### config.mk
export PLATFORM = sky130hd
export DESIGN_NAME = rgc_cascade
export DESIGN_NICKNAME = d
export VERILOG_FILES = /design/src/rtl/rgc_pkg.sv /design/src/rtl/rgc_gate.sv /design/src/rtl/rgc_slot_bank.sv /design/src/rtl/rgc_stage.sv /design/src/rtl/rgc_cascade.sv
export SDC_FILE = /design/constraint.sdc
export NUM_CORES = 1
export LEC_CHECK = 0
export BUFFER_PORTS_ARGS = -buffer_cell sky130_fd_sc_hd__buf_2
export CORE_ASPECT_RATIO = 0.7
export CORE_MARGIN = 3
export CORE_UTILIZATION = 34
export DETAILED_ROUTE_END_ITERATION = 10
export GPL_ROUTABILITY_DRIVEN = 0
export PLACE_DENSITY = 0.51
export SYNTH_ARGS = -nofsm -noshare
export SYNTH_HDL_FRONTEND = slang
export SYNTH_SLANG_ARGS = --single-unit
### constraint.sdc
create_clock -name clk -period 6.1 [get_ports clk]
set_input_delay 0.915 -clock clk [delete_from_list [all_inputs] [get_ports clk]]
set_output_delay 0.915 -clock clk [all_outputs]
set_load 0.01 [all_outputs]
### src/rtl/rgc_pkg.sv
package rgc_pkg;
    typedef enum logic [1:0] {
        KIND_EMPTY = 2'd0,
        KIND_CNOT  = 2'd1,
        KIND_SWAP  = 2'd2,
        KIND_RSVD  = 2'd3
    } gate_kind_e;

    typedef enum logic {
        CFG_CLEAN = 1'b0,
        CFG_FAULT = 1'b1
    } cfg_state_e;
endpackage

### src/rtl/rgc_gate.sv
module rgc_gate
    import rgc_pkg::*;
#(
    parameter int N_LINES = 3,
    parameter int IDX_W   = 2
) (
    input  gate_kind_e           kind,
    input  logic [N_LINES-1:0]   mask,
    input  logic [IDX_W-1:0]     ta,
    input  logic [IDX_W-1:0]     tb,
    input  logic [N_LINES-1:0]   v_in,
    output logic [N_LINES-1:0]   v_out
);
    logic all_on;
    logic line_a;
    logic line_b;

    always_comb begin
        all_on = &(v_in | ~mask);
        line_a = 1'b0;
        line_b = 1'b0;
        for (int i = 0; i < N_LINES; i++) begin
            if (ta == IDX_W'(i)) line_a = v_in[i];
            if (tb == IDX_W'(i)) line_b = v_in[i];
        end
        v_out = v_in;
        for (int i = 0; i < N_LINES; i++) begin
            unique case (kind)
                KIND_CNOT: begin
                    if (ta == IDX_W'(i)) v_out[i] = v_in[i] ^ all_on;
                end
                KIND_SWAP: begin
                    if (all_on && ta == IDX_W'(i)) v_out[i] = line_b;
                    if (all_on && tb == IDX_W'(i)) v_out[i] = line_a;
                end
                default: v_out[i] = v_in[i];
            endcase
        end
    end
endmodule

### src/rtl/rgc_slot_bank.sv
module rgc_slot_bank
    import rgc_pkg::*;
#(
    parameter int N_LINES = 3,
    parameter int N_SLOTS = 8,
    parameter int IDX_W   = 2,
    parameter int SLOT_W  = 3
) (
    input  logic                            clk,
    input  logic                            rst_n,
    input  logic                            cfg_we,
    input  logic [SLOT_W-1:0]               cfg_slot,
    input  logic [1:0]                      cfg_kind,
    input  logic [N_LINES-1:0]              cfg_mask,
    input  logic [IDX_W-1:0]                cfg_ta,
    input  logic [IDX_W-1:0]                cfg_tb,
    output logic                            cfg_err,
    output logic [N_SLOTS-1:0][1:0]         s_kind,
    output logic [N_SLOTS-1:0][N_LINES-1:0] s_mask,
    output logic [N_SLOTS-1:0][IDX_W-1:0]   s_ta,
    output logic [N_SLOTS-1:0][IDX_W-1:0]   s_tb
);
    cfg_state_e st_q;
    cfg_state_e st_nx;
    logic       bad;
    logic       slot_oob;
    logic       ta_oob;
    logic       tb_oob;
    logic       ta_in_mask;
    logic       tb_in_mask;
    gate_kind_e kind_w;

    always_comb begin
        kind_w     = gate_kind_e'(cfg_kind);
        slot_oob   = {1'b0, cfg_slot} >= (SLOT_W+1)'(N_SLOTS);
        ta_oob     = {1'b0, cfg_ta}   >= (IDX_W+1)'(N_LINES);
        tb_oob     = {1'b0, cfg_tb}   >= (IDX_W+1)'(N_LINES);
        ta_in_mask = 1'b0;
        tb_in_mask = 1'b0;
        for (int j = 0; j < N_LINES; j++) begin
            if (cfg_ta == IDX_W'(j)) ta_in_mask = cfg_mask[j];
            if (cfg_tb == IDX_W'(j)) tb_in_mask = cfg_mask[j];
        end
        unique case (kind_w)
            KIND_EMPTY: bad = slot_oob;
            KIND_CNOT:  bad = slot_oob | ta_oob | ta_in_mask;
            KIND_SWAP:  bad = slot_oob | ta_oob | ta_in_mask | tb_oob
                              | tb_in_mask | (cfg_ta == cfg_tb);
            default:    bad = 1'b1;
        endcase
    end

    // state register
    always_ff @(posedge clk or negedge rst_n) begin
        if (!rst_n) st_q <= CFG_CLEAN;
        else        st_q <= st_nx;
    end

    // transitions
    always_comb begin
        st_nx = st_q;
        unique case (st_q)
            CFG_CLEAN: if (cfg_we && bad)  st_nx = CFG_FAULT;
            CFG_FAULT: if (cfg_we && !bad) st_nx = CFG_CLEAN;
            default:   st_nx = CFG_CLEAN;
        endcase
    end

    // outputs
    always_comb begin
        unique case (st_q)
            CFG_FAULT: cfg_err = 1'b1;
            default:   cfg_err = 1'b0;
        endcase
    end

    // slot storage
    always_ff @(posedge clk or negedge rst_n) begin
        if (!rst_n) begin
            s_kind <= '0;
            s_mask <= '0;
            s_ta   <= '0;
            s_tb   <= '0;
        end else if (cfg_we && !bad) begin
            s_kind[cfg_slot] <= cfg_kind;
            s_mask[cfg_slot] <= cfg_mask;
            s_ta[cfg_slot]   <= cfg_ta;
            s_tb[cfg_slot]   <= cfg_tb;
        end
    end
endmodule

### src/rtl/rgc_stage.sv
module rgc_stage
    import rgc_pkg::*;
#(
    parameter int N_LINES    = 3,
    parameter int IDX_W      = 2,
    parameter bit REGISTERED = 1'b1
) (
    input  logic               clk,
    input  logic               rst_n,
    input  logic               v_i,
    input  logic               r_i,
    input  logic [N_LINES-1:0] d_i,
    input  gate_kind_e         kind,
    input  logic [N_LINES-1:0] mask,
    input  logic [IDX_W-1:0]   ta,
    input  logic [IDX_W-1:0]   tb,
    output logic               v_o,
    output logic               r_o,
    output logic [N_LINES-1:0] d_o
);
    logic [N_LINES-1:0] g_out;

    rgc_gate #(.N_LINES(N_LINES), .IDX_W(IDX_W)) u_gate (
        .kind (kind),
        .mask (mask),
        .ta   (ta),
        .tb   (tb),
        .v_in (d_i),
        .v_out(g_out)
    );

    generate
        if (REGISTERED) begin : g_reg
            always_ff @(posedge clk or negedge rst_n) begin
                if (!rst_n) begin
                    v_o <= 1'b0;
                    r_o <= 1'b0;
                    d_o <= '0;
                end else begin
                    v_o <= v_i;
                    r_o <= r_i;
                    d_o <= g_out;
                end
            end
        end else begin : g_comb
            assign v_o = v_i;
            assign r_o = r_i;
            assign d_o = g_out;
        end
    endgenerate
endmodule

### src/rtl/rgc_cascade.sv
module rgc_cascade
    import rgc_pkg::*;
#(
    parameter int N_LINES    = 3,
    parameter int N_SLOTS    = 8,
    parameter bit REGISTERED = 1'b1,
    localparam int IDX_W  = (N_LINES > 1) ? $clog2(N_LINES) : 1,
    localparam int SLOT_W = (N_SLOTS > 1) ? $clog2(N_SLOTS) : 1
) (
    input  logic               clk,
    input  logic               rst_n,
    input  logic               cfg_we,
    input  logic [SLOT_W-1:0]  cfg_slot,
    input  logic [1:0]         cfg_kind,
    input  logic [N_LINES-1:0] cfg_mask,
    input  logic [IDX_W-1:0]   cfg_ta,
    input  logic [IDX_W-1:0]   cfg_tb,
    output logic               cfg_err,
    input  logic               in_valid,
    input  logic               in_rev,
    input  logic [N_LINES-1:0] in_data,
    output logic               out_valid,
    output logic [N_LINES-1:0] out_data
);
    logic [N_SLOTS-1:0][1:0]         s_kind;
    logic [N_SLOTS-1:0][N_LINES-1:0] s_mask;
    logic [N_SLOTS-1:0][IDX_W-1:0]   s_ta;
    logic [N_SLOTS-1:0][IDX_W-1:0]   s_tb;

    logic [N_SLOTS:0]              vld;
    logic [N_SLOTS:0]              rev;
    logic [N_SLOTS:0][N_LINES-1:0] dat;

    rgc_slot_bank #(
        .N_LINES(N_LINES), .N_SLOTS(N_SLOTS), .IDX_W(IDX_W), .SLOT_W(SLOT_W)
    ) u_bank (
        .clk     (clk),
        .rst_n   (rst_n),
        .cfg_we  (cfg_we),
        .cfg_slot(cfg_slot),
        .cfg_kind(cfg_kind),
        .cfg_mask(cfg_mask),
        .cfg_ta  (cfg_ta),
        .cfg_tb  (cfg_tb),
        .cfg_err (cfg_err),
        .s_kind  (s_kind),
        .s_mask  (s_mask),
        .s_ta    (s_ta),
        .s_tb    (s_tb)
    );

    assign vld[0] = in_valid;
    assign rev[0] = in_rev;
    assign dat[0] = in_data;

    generate
        for (genvar k = 0; k < N_SLOTS; k++) begin : g_stage
            logic [SLOT_W-1:0] sel;
            assign sel = rev[k] ? SLOT_W'(N_SLOTS - 1 - k) : SLOT_W'(k);

            rgc_stage #(
                .N_LINES(N_LINES), .IDX_W(IDX_W), .REGISTERED(REGISTERED)
            ) u_stage (
                .clk  (clk),
                .rst_n(rst_n),
                .v_i  (vld[k]),
                .r_i  (rev[k]),
                .d_i  (dat[k]),
                .kind (gate_kind_e'(s_kind[sel])),
                .mask (s_mask[sel]),
                .ta   (s_ta[sel]),
                .tb   (s_tb[sel]),
                .v_o  (vld[k+1]),
                .r_o  (rev[k+1]),
                .d_o  (dat[k+1])
            );
        end
    endgenerate

    assign out_valid = vld[N_SLOTS];
    assign out_data  = dat[N_SLOTS];
endmodule

==> flow_metrics.tcl, run 1 <==
set metrics [dict create \
    outcome "finished, final reports clean" \
    path_max_fanout 25 \
    worst_slew_pin_slew_ps 1110 \
    vdd_drop_max_uv 161 \
    ys_async_sr_fraction_pct 100 \
    hold_viol_final 0 \
    clock.fmax_mhz 310 \
    ios 25 \
    hold_buffers 0 \
    min_period_ps 3220 \
    crit_arrival_ps 3440 \
    cp-end-kind "register" \
    instances_no_fill 1099 \
    final.setup.tns_ps 0 \
    syn_nets 823 \
    grt_setup_unrepaired "no" \
    cts_root_buffer "clkbuf_16" \
    cts_setup_buffers 0 \
    numPortBuffers 24 \
    n_fill_cell 2190 \
    track_usage_pct 16.5 \
    via_per_inst 5.53 \
    synthTopCellsByArea "dfrtp_1, mux2_2, mux2_4, mux2i_1, inv_1" \
    drt_iter0_drc 463 \
    ant_nets 0 \
    clock_latency_ps 360 \
    grt-ovfl-total 0 \
    dieWidth_um 188 \
    skew_ps 10.8 \
    drt-wirelength-per-cell_um 18.7 \
    synth-seq-cells 112 \
    h-tree-depth 3 \
    path_class "register to register" \
    ys.flop_type "dfrtp_1" \
    crit_required_ps 6320 \
    ys_types 68 \
    power_density_nw_per_um2 375 \
    post-dp-hpwl_um 15300 \
    period_share_pct 52.8 \
    synth.top_cell.area_share_pct 35.5 \
    core.rowCount 45 \
    dp.cells 1083 \
    drv_cap 0 \
    yosysSeqAreaShare_pct 35.5 \
    clk_path_buf_depth 2 \
    yosys.area.top_type "dfrtp_1" \
    core-area_um2 22200 \
    first_global_vias 5603 \
    fin_nets 825 \
    route.vias.total 6082 \
    cts.sinks 112 \
    numCtsBuffers 9 \
    grt_pass1_wl_um 32800 \
    synth_warnings 0 \
    drv_slew 0 \
    cts_tree "yes" \
    slew_headroom_pct 25.7 \
    synthCells 787 \
    layout-drive-gt1-share_pct 21.0 \
    drc 0 \
    fp.dieH_um 133 \
    synth-edff-count 0 \
    firstDrtPassIters 5 \
    drt_wl_total_um 20500 \
    syn_area_um2 7890 \
    cts_resized 0 \
    grt_antenna_before_repair 0 \
    syn_avg_cell_area_um2 10.0 \
    dieArea_um2 25100 \
    setup.worst_path.start_class "register" \
    setup_viol 0 \
    path_clk_slew_ps 80 \
    syn2layout_area_growth_pct 7.99 \
    diodes 0 \
    grt_max_degree 64 \
    final_cell_mix "dfrtp_1, mux2_2, inv_1" \
    cellLeakagePower_nw 3.81 \
    final_common_cell "dfrtp_1" \
    hold_path_class "register to register" \
    start_util_pct 35.5 \
]
-- critical path, cell delays in order (launching register included) --
cell and delay [ps]:
dfrtp_1 910, mux2_2 450, a222oi_1 860, o21ai_0 300
a21oi_1 240, a311o_1 180, o311ai_0 120
-- area by class of cell --
class,instances,area [um2],share of cell area [%]
tap,305,382,4.48
clock inverter,7,95.1,1.12
inverter,65,244,2.86
clock buffer,9,225,2.64
multi-input combinational,574,4630,54.3
sequential,112,2800,32.9
timing repair buffer,27,145,1.70
-- report_power, final --
| group | leakage (nW) | total (mW) | internal (mW) | switching [mW] |
|---|---|---|---|---|
| sequential | 1.40 | 1.22 | 0.931 | 0.291 |
| clock | 0.157 | 0.633 | 0.332 | 0.301 |
| combinational | 2.25 | 1.34 | 0.626 | 0.713 |
-- flip-flops by register name, indices dropped and copies added (netlist names), named ones only --
register / count
u_bank.s_ta: 16
u_bank.s_tb: 16
u_bank.s_kind: 16
g_stage.u_stage.d_o: 24
g_stage.u_stage.v_o: 8
g_stage.u_stage.r_o: 7
u_bank.s_mask: 24
-- cells in the mapped netlist, types with 14 or more instances --
cell type  instances
o21ai_0           40
nand2_1           43
inv_1             65
a21oi_1           34
mux2_2            68
a31oi_1           14
nor2_1            37
ha_1              16
nand3_1           14
mux2i_1           48
mux2_4            41
dfrtp_1          112
nor3b_1           14
-- stage by stage --
stage	worst slack, ps	total power [mW]	cell area [um2]	utilization, %	hold WS, ps
after floorplan	2990	2.17	7890	-	331
after global placement	2710	2.56	8200	36.9	332
after detailed placement	2610	2.55	8200	36.9	335
after CTS	2880	3.20	8520	38.3	351
after global routing	2560	3.44	8520	38.3	357
final	2880	3.19	8520	38.3	349
-- metal layers --
| metal | wire, um | vias up | GRT usage [%] |
|---|---|---|---|
| met3 | 1170 | 8 | 3.52 |
| met5 | 0 | - | 0 |
| met2 | 7970 | 157 | 21.1 |
| met4 | 105 | 0 | 2.37 |
| li1 | - | 2953 | - |
| met1 | 11300 | 2964 | 27.8 |
-- final timing paths --
check / endpoint / cells after the start / from / slack (ps)
setup / recovery: g_stage[5].u_stage.d_o[1] / 6 / g_stage[4].u_stage.r_o / 2880
hold reg to reg: g_stage[3].u_stage.v_o / 0 / g_stage[2].u_stage.v_o / 350
min in group asynchronous: u_bank.s_tb[9] / 1 / rst_n / 630
setup reg to reg: g_stage[5].u_stage.d_o[1] / 6 / g_stage[4].u_stage.r_o / 2880
hold / removal: g_stage[3].u_stage.v_o / 0 / g_stage[2].u_stage.v_o / 350
max in group asynchronous: u_bank.s_kind[3] / 2 / rst_n / 4310
-- logic make-up (layout without fill, tap and decap cells) --
logic type      Yosys count  after routing  share of synthesized area, %
buf+inv                 101            108                          5.84
fa+ha+maj                16             16                          2.54
compound gates          220            220                          19.8
mux                     157            157                          23.6
flops                   112            112                          35.5
simple gates            181            181                          12.7
Note: power is estimated with default switching activity, not from simulation.
==> run 2, diff against run 1 <==
PLACE_DENSITY = 0.53   (was 0.51)
clock period = 2.8 ns   (was 6.1 ns; I/O delays follow)
==> flow_metrics.tcl, run 2 (synthesis gave the netlist of run 1 again) <==
set metrics [dict create \
    ff2ff_path_depth 5 \
    track_usage_pct 16.7 \
    utilization_pct 39.5 \
    first_global_vias 5657 \
    dieWidth_um 188 \
    final.setup.tns_ps 0 \
    dp.cells 1115 \
    final_cell_mix "dfrtp_1, mux2_2, inv_1" \
    core-area_um2 22200 \
    internal-power_mw 4.29 \
    period_share_pct 90.4 \
    instances_no_fill 1132 \
    syn2layout_area_growth_pct 11.4 \
    hold_path_class "input port to register" \
    grt_antenna_before_repair 0 \
    h-tree-depth 3 \
    vdd_drop_max_uv 351 \
    min_period_ps 2530 \
    outcome "finished, final reports clean" \
    setup.worst_path.start_class "register" \
    fp.dieH_um 133 \
    clk_path_buf_depth 2 \
    cts_tree "yes" \
    dieArea_um2 25100 \
    slew_headroom_pct 54.0 \
    startpoint "g_stage[2].u_stage.r_o" \
    diodes 0 \
    pwr-share-comb_pct 43.0 \
    clkPwrFrac_pct 19.5 \
    final_common_cell "dfrtp_1" \
    cp-end-kind "register" \
    clock.fmax_mhz 395 \
    crit_required_ps 2980 \
    cellLeakagePower_nw 3.96 \
    drv_cap 0 \
    firstDrtPassIters 5 \
    hold_viol_final 0 \
    crit_arrival_ps 2710 \
    clock_latency_ps 350 \
    worst_slew_pin_slew_ps 681 \
    route.vias.total 6202 \
    via_per_inst 5.48 \
    ios 25 \
    cp-endpoint "g_stage[3].u_stage.d_o[0]" \
    power_mw 7.12 \
    setup_viol 0 \
    core.rowCount 45 \
    pwr-share-seq_pct 37.5 \
    fin_nets 858 \
    numCtsBuffers 9 \
    path_max_fanout 12 \
    drt_iter0_drc 559 \
    drv_slew 0 \
    cts.sinks 112 \
    drc 0 \
    dpl_worst_slack_ps 170 \
    start_util_pct 35.5 \
    post-dp-hpwl_um 15900 \
    top_regs "g_stage.u_stage.d_o: 24 flops, u_bank.s_mask: 24 flops" \
    ant_nets 0 \
    finalWorstSetupSlack_ps 268 \
    power_density_nw_per_um2 810 \
    grt_max_degree 53 \
    drt_wl_total_um 20900 \
    reg2reg_from "g_stage[2].u_stage.r_o" \
    swShare_pct 39.7 \
    grt-ovfl-total 0 \
    p_switching_mw 2.82 \
    path_clk_slew_ps 70 \
    grt_setup_unrepaired "no" \
    cts_root_buffer "clkbuf_16" \
    layout-drive-gt1-share_pct 23.9 \
    r2r-end "g_stage[3].u_stage.d_o[0]" \
    worst-r2r-setup-slack_ps 270 \
    grt_pass1_wl_um 33400 \
    skew_ps 9.52 \
    numPortBuffers 24 \
    path_class "register to register" \
    drt-wirelength-per-cell_um 18.4 \
]
-- run 2: layout make-up --
type                            instances  area (um2)
Inverter                               65         244
Sequential cell                       112        2800
Clock buffer                           11         243
Tap cell                              305         382
Fill cell                            2143       13500
Clock inverter                          5        80.1
Timing Repair Buffer                   60         408
Multi-Input combinational cell        574        4630
-- run 2: worst min path at each step --
stage	start	to	slack (ps)	depth (start not counted)
after global routing	in_valid	g_stage[0].u_stage.v_o	150	1
after CTS	in_valid	g_stage[0].u_stage.v_o	160	1
after global placement	rst_n	u_bank.s_kind[8]	310	1
after detailed placement	rst_n	u_bank.s_kind[8]	310	1
after floorplan	rst_n	async pin	120	0
final	in_valid	g_stage[0].u_stage.v_o	180	1
-- run 2: power by group through the flow --
| stage | clock network, mW | registers (mW) | logic [mW] |
|---|---|---|---|
| finish | 1.39 | 2.67 | 3.06 |
| global route | 1.50 | 2.73 | 3.41 |
| CTS | 1.44 | 2.64 | 3.03 |
| detailed placement | 0 | 2.67 | 3.01 |
| global placement | 0 | 2.68 | 3.02 |
| floorplan | 0 | 2.38 | 2.35 |
-- run 2: routing by layer --
layer | track usage (%) | routed length, um | up-vias
met2 | 21.1 | 7810 | 186
met4 | 2.54 | 71 | 0
met3 | 3.58 | 1520 | 4
li1 | - | - | 3010
met5 | 0 | 0 | -
met1 | 28.2 | 11500 | 3002
-- run 2: worst max-delay path: stages (launching register included) --
cell and delay [ps]:
dfrtp_1 670, mux2_2 420, a222oi_1 330, buf_4 210
nand3b_1 120, o311ai_0 610
-- run 2: per-stage QoR --
| step | area, um2 | hold slack [ps] |
|---|---|---|
| global placement | 8450 | 310 |
| CTS | 8790 | 157 |
| floorplan | 7890 | 124 |
| global route | 8790 | 154 |
| detailed placement | 8450 | 310 |
| finish | 8790 | 175 |
-- run 2: repair_timing --
item                                   CTS  global route
hold buffers                             1             0
gates resized for setup                  0             0
buffers inserted                         0             0
setup endpoints to repair                0             0
endpoints found under the hold margin   16             0
==> run 3, diff against run 2 <==
CAP_MARGIN = 20   (was unset)
PLACE_DENSITY = unset   (was 0.53)
==> flow_metrics.tcl, run 3 (synthesis gave the netlist of run 1 again) <==
set metrics [dict create \
    h-tree-depth 3 \
    drv_slew 0 \
    hold_path_class "input port to async pin" \
    first_global_vias 5702 \
    hold_viol_final 0 \
    top_regs "g_stage.u_stage.d_o: 24 flops, u_bank.s_mask: 24 flops" \
    dieArea_um2 25100 \
    cts_tree "yes" \
    holdWs_ps 80.7 \
    ant_nets 0 \
    drt_wl_total_um 20500 \
    fin_area_um2 8690 \
    track_usage_pct 16.2 \
    hold_buffers 0 \
    slew_headroom_pct 53.9 \
    numPortBuffers 24 \
    reg2reg_from "g_stage[0].u_stage.r_o" \
    syn2layout_area_growth_pct 10.1 \
    worst_slew_pin_slew_ps 683 \
    post-dp-hpwl_um 15500 \
    grt-ovfl-total 0 \
    clock_latency_ps 350 \
    min_period_ps 2420 \
    cts_root_buffer "clkbuf_16" \
    route.vias.total 6153 \
    power_density_nw_per_um2 807 \
    numCtsBuffers 9 \
    layout-drive-gt1-share_pct 23.1 \
    clock.fmax_mhz 413 \
    power_mw 7.01 \
    ff2ff_path_depth 6 \
    fp.dieH_um 133 \
    dieWidth_um 188 \
    grt_antenna_before_repair 0 \
    final.setup.tns_ps 0 \
    outcome "finished, final reports clean" \
    r2r-end "g_stage[1].u_stage.d_o[0]" \
    grt_max_degree 49 \
    setup.worst_path.start_class "register" \
    drt-wirelength-per-cell_um 18.2 \
    cp-end-kind "register" \
    path_cells "mux2_2 -> a222oi_1 -> buf_4 -> nand2_1 -> or4b_1 -> o2111ai_1" \
    dpl_cell_area_um2 8390 \
    crit_arrival_ps 2680 \
    ios 25 \
    startpoint "g_stage[0].u_stage.r_o" \
    clk_path_buf_depth 2 \
    cellLeakagePower_nw 3.91 \
    start_util_pct 35.5 \
    core-area_um2 22200 \
    diodes 0 \
    drt_iter0_drc 638 \
    drv_cap 0 \
    slowest_delay_ps 560 \
    final_common_cell "dfrtp_1" \
    skew_ps 8.93 \
    cts_resized 0 \
    final_cell_mix "dfrtp_1, mux2_2, inv_1" \
    path_clk_slew_ps 80 \
    path_class "register to register" \
    via_per_inst 5.48 \
    cp-endpoint "g_stage[1].u_stage.d_o[0]" \
    vdd_drop_max_uv 341 \
    grt_pass1_wl_um 32700 \
    cts_setup_buffers 0 \
    slowest_stage "dfrtp_1" \
    period_share_pct 86.5 \
    drc 0 \
    grt_setup_unrepaired "no" \
    setup_viol 0 \
    cts.sinks 112 \
    firstDrtPassIters 5 \
    path_max_fanout 8 \
    fin_nets 848 \
    core.rowCount 45 \
    worst-r2r-setup-slack_ps 380 \
    crit_required_ps 3060 \
]
[run 3: cell count changes in the layout (fill, tap and decap cells not counted)]
| cell | before | now |
|---|---|---|
| clkbuf_8 | 1 | 0 |
| inv_6 | 0 | 3 |
| dlygate4sd3_1 | 1 | 0 |
| clkinvlp_4 | 2 | 1 |
| inv_8 | 0 | 1 |
| buf_4 | 35 | 26 |
| clkinv_2 | 1 | 0 |
| bufinv_16 | 2 | 1 |
[run 3: power breakdown]
part           leakage, nW  switching (mW)  internal, mW
registers             1.40           0.657          2.03
clock network        0.146           0.611         0.711
logic                 2.36            1.58          1.43
total                 3.91            2.84          4.17
[run 3: worst min-delay path by stage]
stage,depth (start not counted),end
2_1_floorplan,0,async pin
3_3_place_gp,0,g_stage[7].u_stage.v_o
3_5_place_dp,0,g_stage[6].u_stage.v_o
4_1_cts,1,g_stage[3].u_stage.d_o[0]
5_1_grt,1,g_stage[3].u_stage.d_o[0]
6_report,1,g_stage[3].u_stage.d_o[0]
[run 3: cell type report]
cell class | count | area (um2)
Timing Repair Buffer | 50 | 330
Clock buffer | 10 | 229
Tap cell | 305 | 382
Sequential cell | 112 | 2800
Clock inverter | 6 | 75.1
Inverter | 65 | 244
Multi-Input combinational cell | 574 | 4630
Fill cell | 2194 | 13600
[run 3: per-layer routing]
metal  wire, um  track usage (%)  up-vias
li1           -                -     2996
met1      11200             26.3     2995
met2       8100             22.2      154
met3       1060             3.05        8
met4        130             3.00        0
met5          0                0        -
[run 3: worst max-delay path: cells and delay by family (launching register included)]
| family | cells | cell delay [ps] |
|---|---|---|
| buf+inv | 1 | 220 |
| flops | 1 | 560 |
| compound gates | 2 | 580 |
| mux | 1 | 420 |
| simple gates | 2 | 540 |
[run 3: through the flow]
stage / instances / util, % / setup WS, ps
after global routing: 1122 / 39.1 / 236
after CTS: 1122 / 39.1 / 413
after floorplan: 787 / - / 185
final: 1122 / 39.1 / 378
after global placement: 1106 / 37.7 / 162
after detailed placement: 1106 / 37.7 / 137
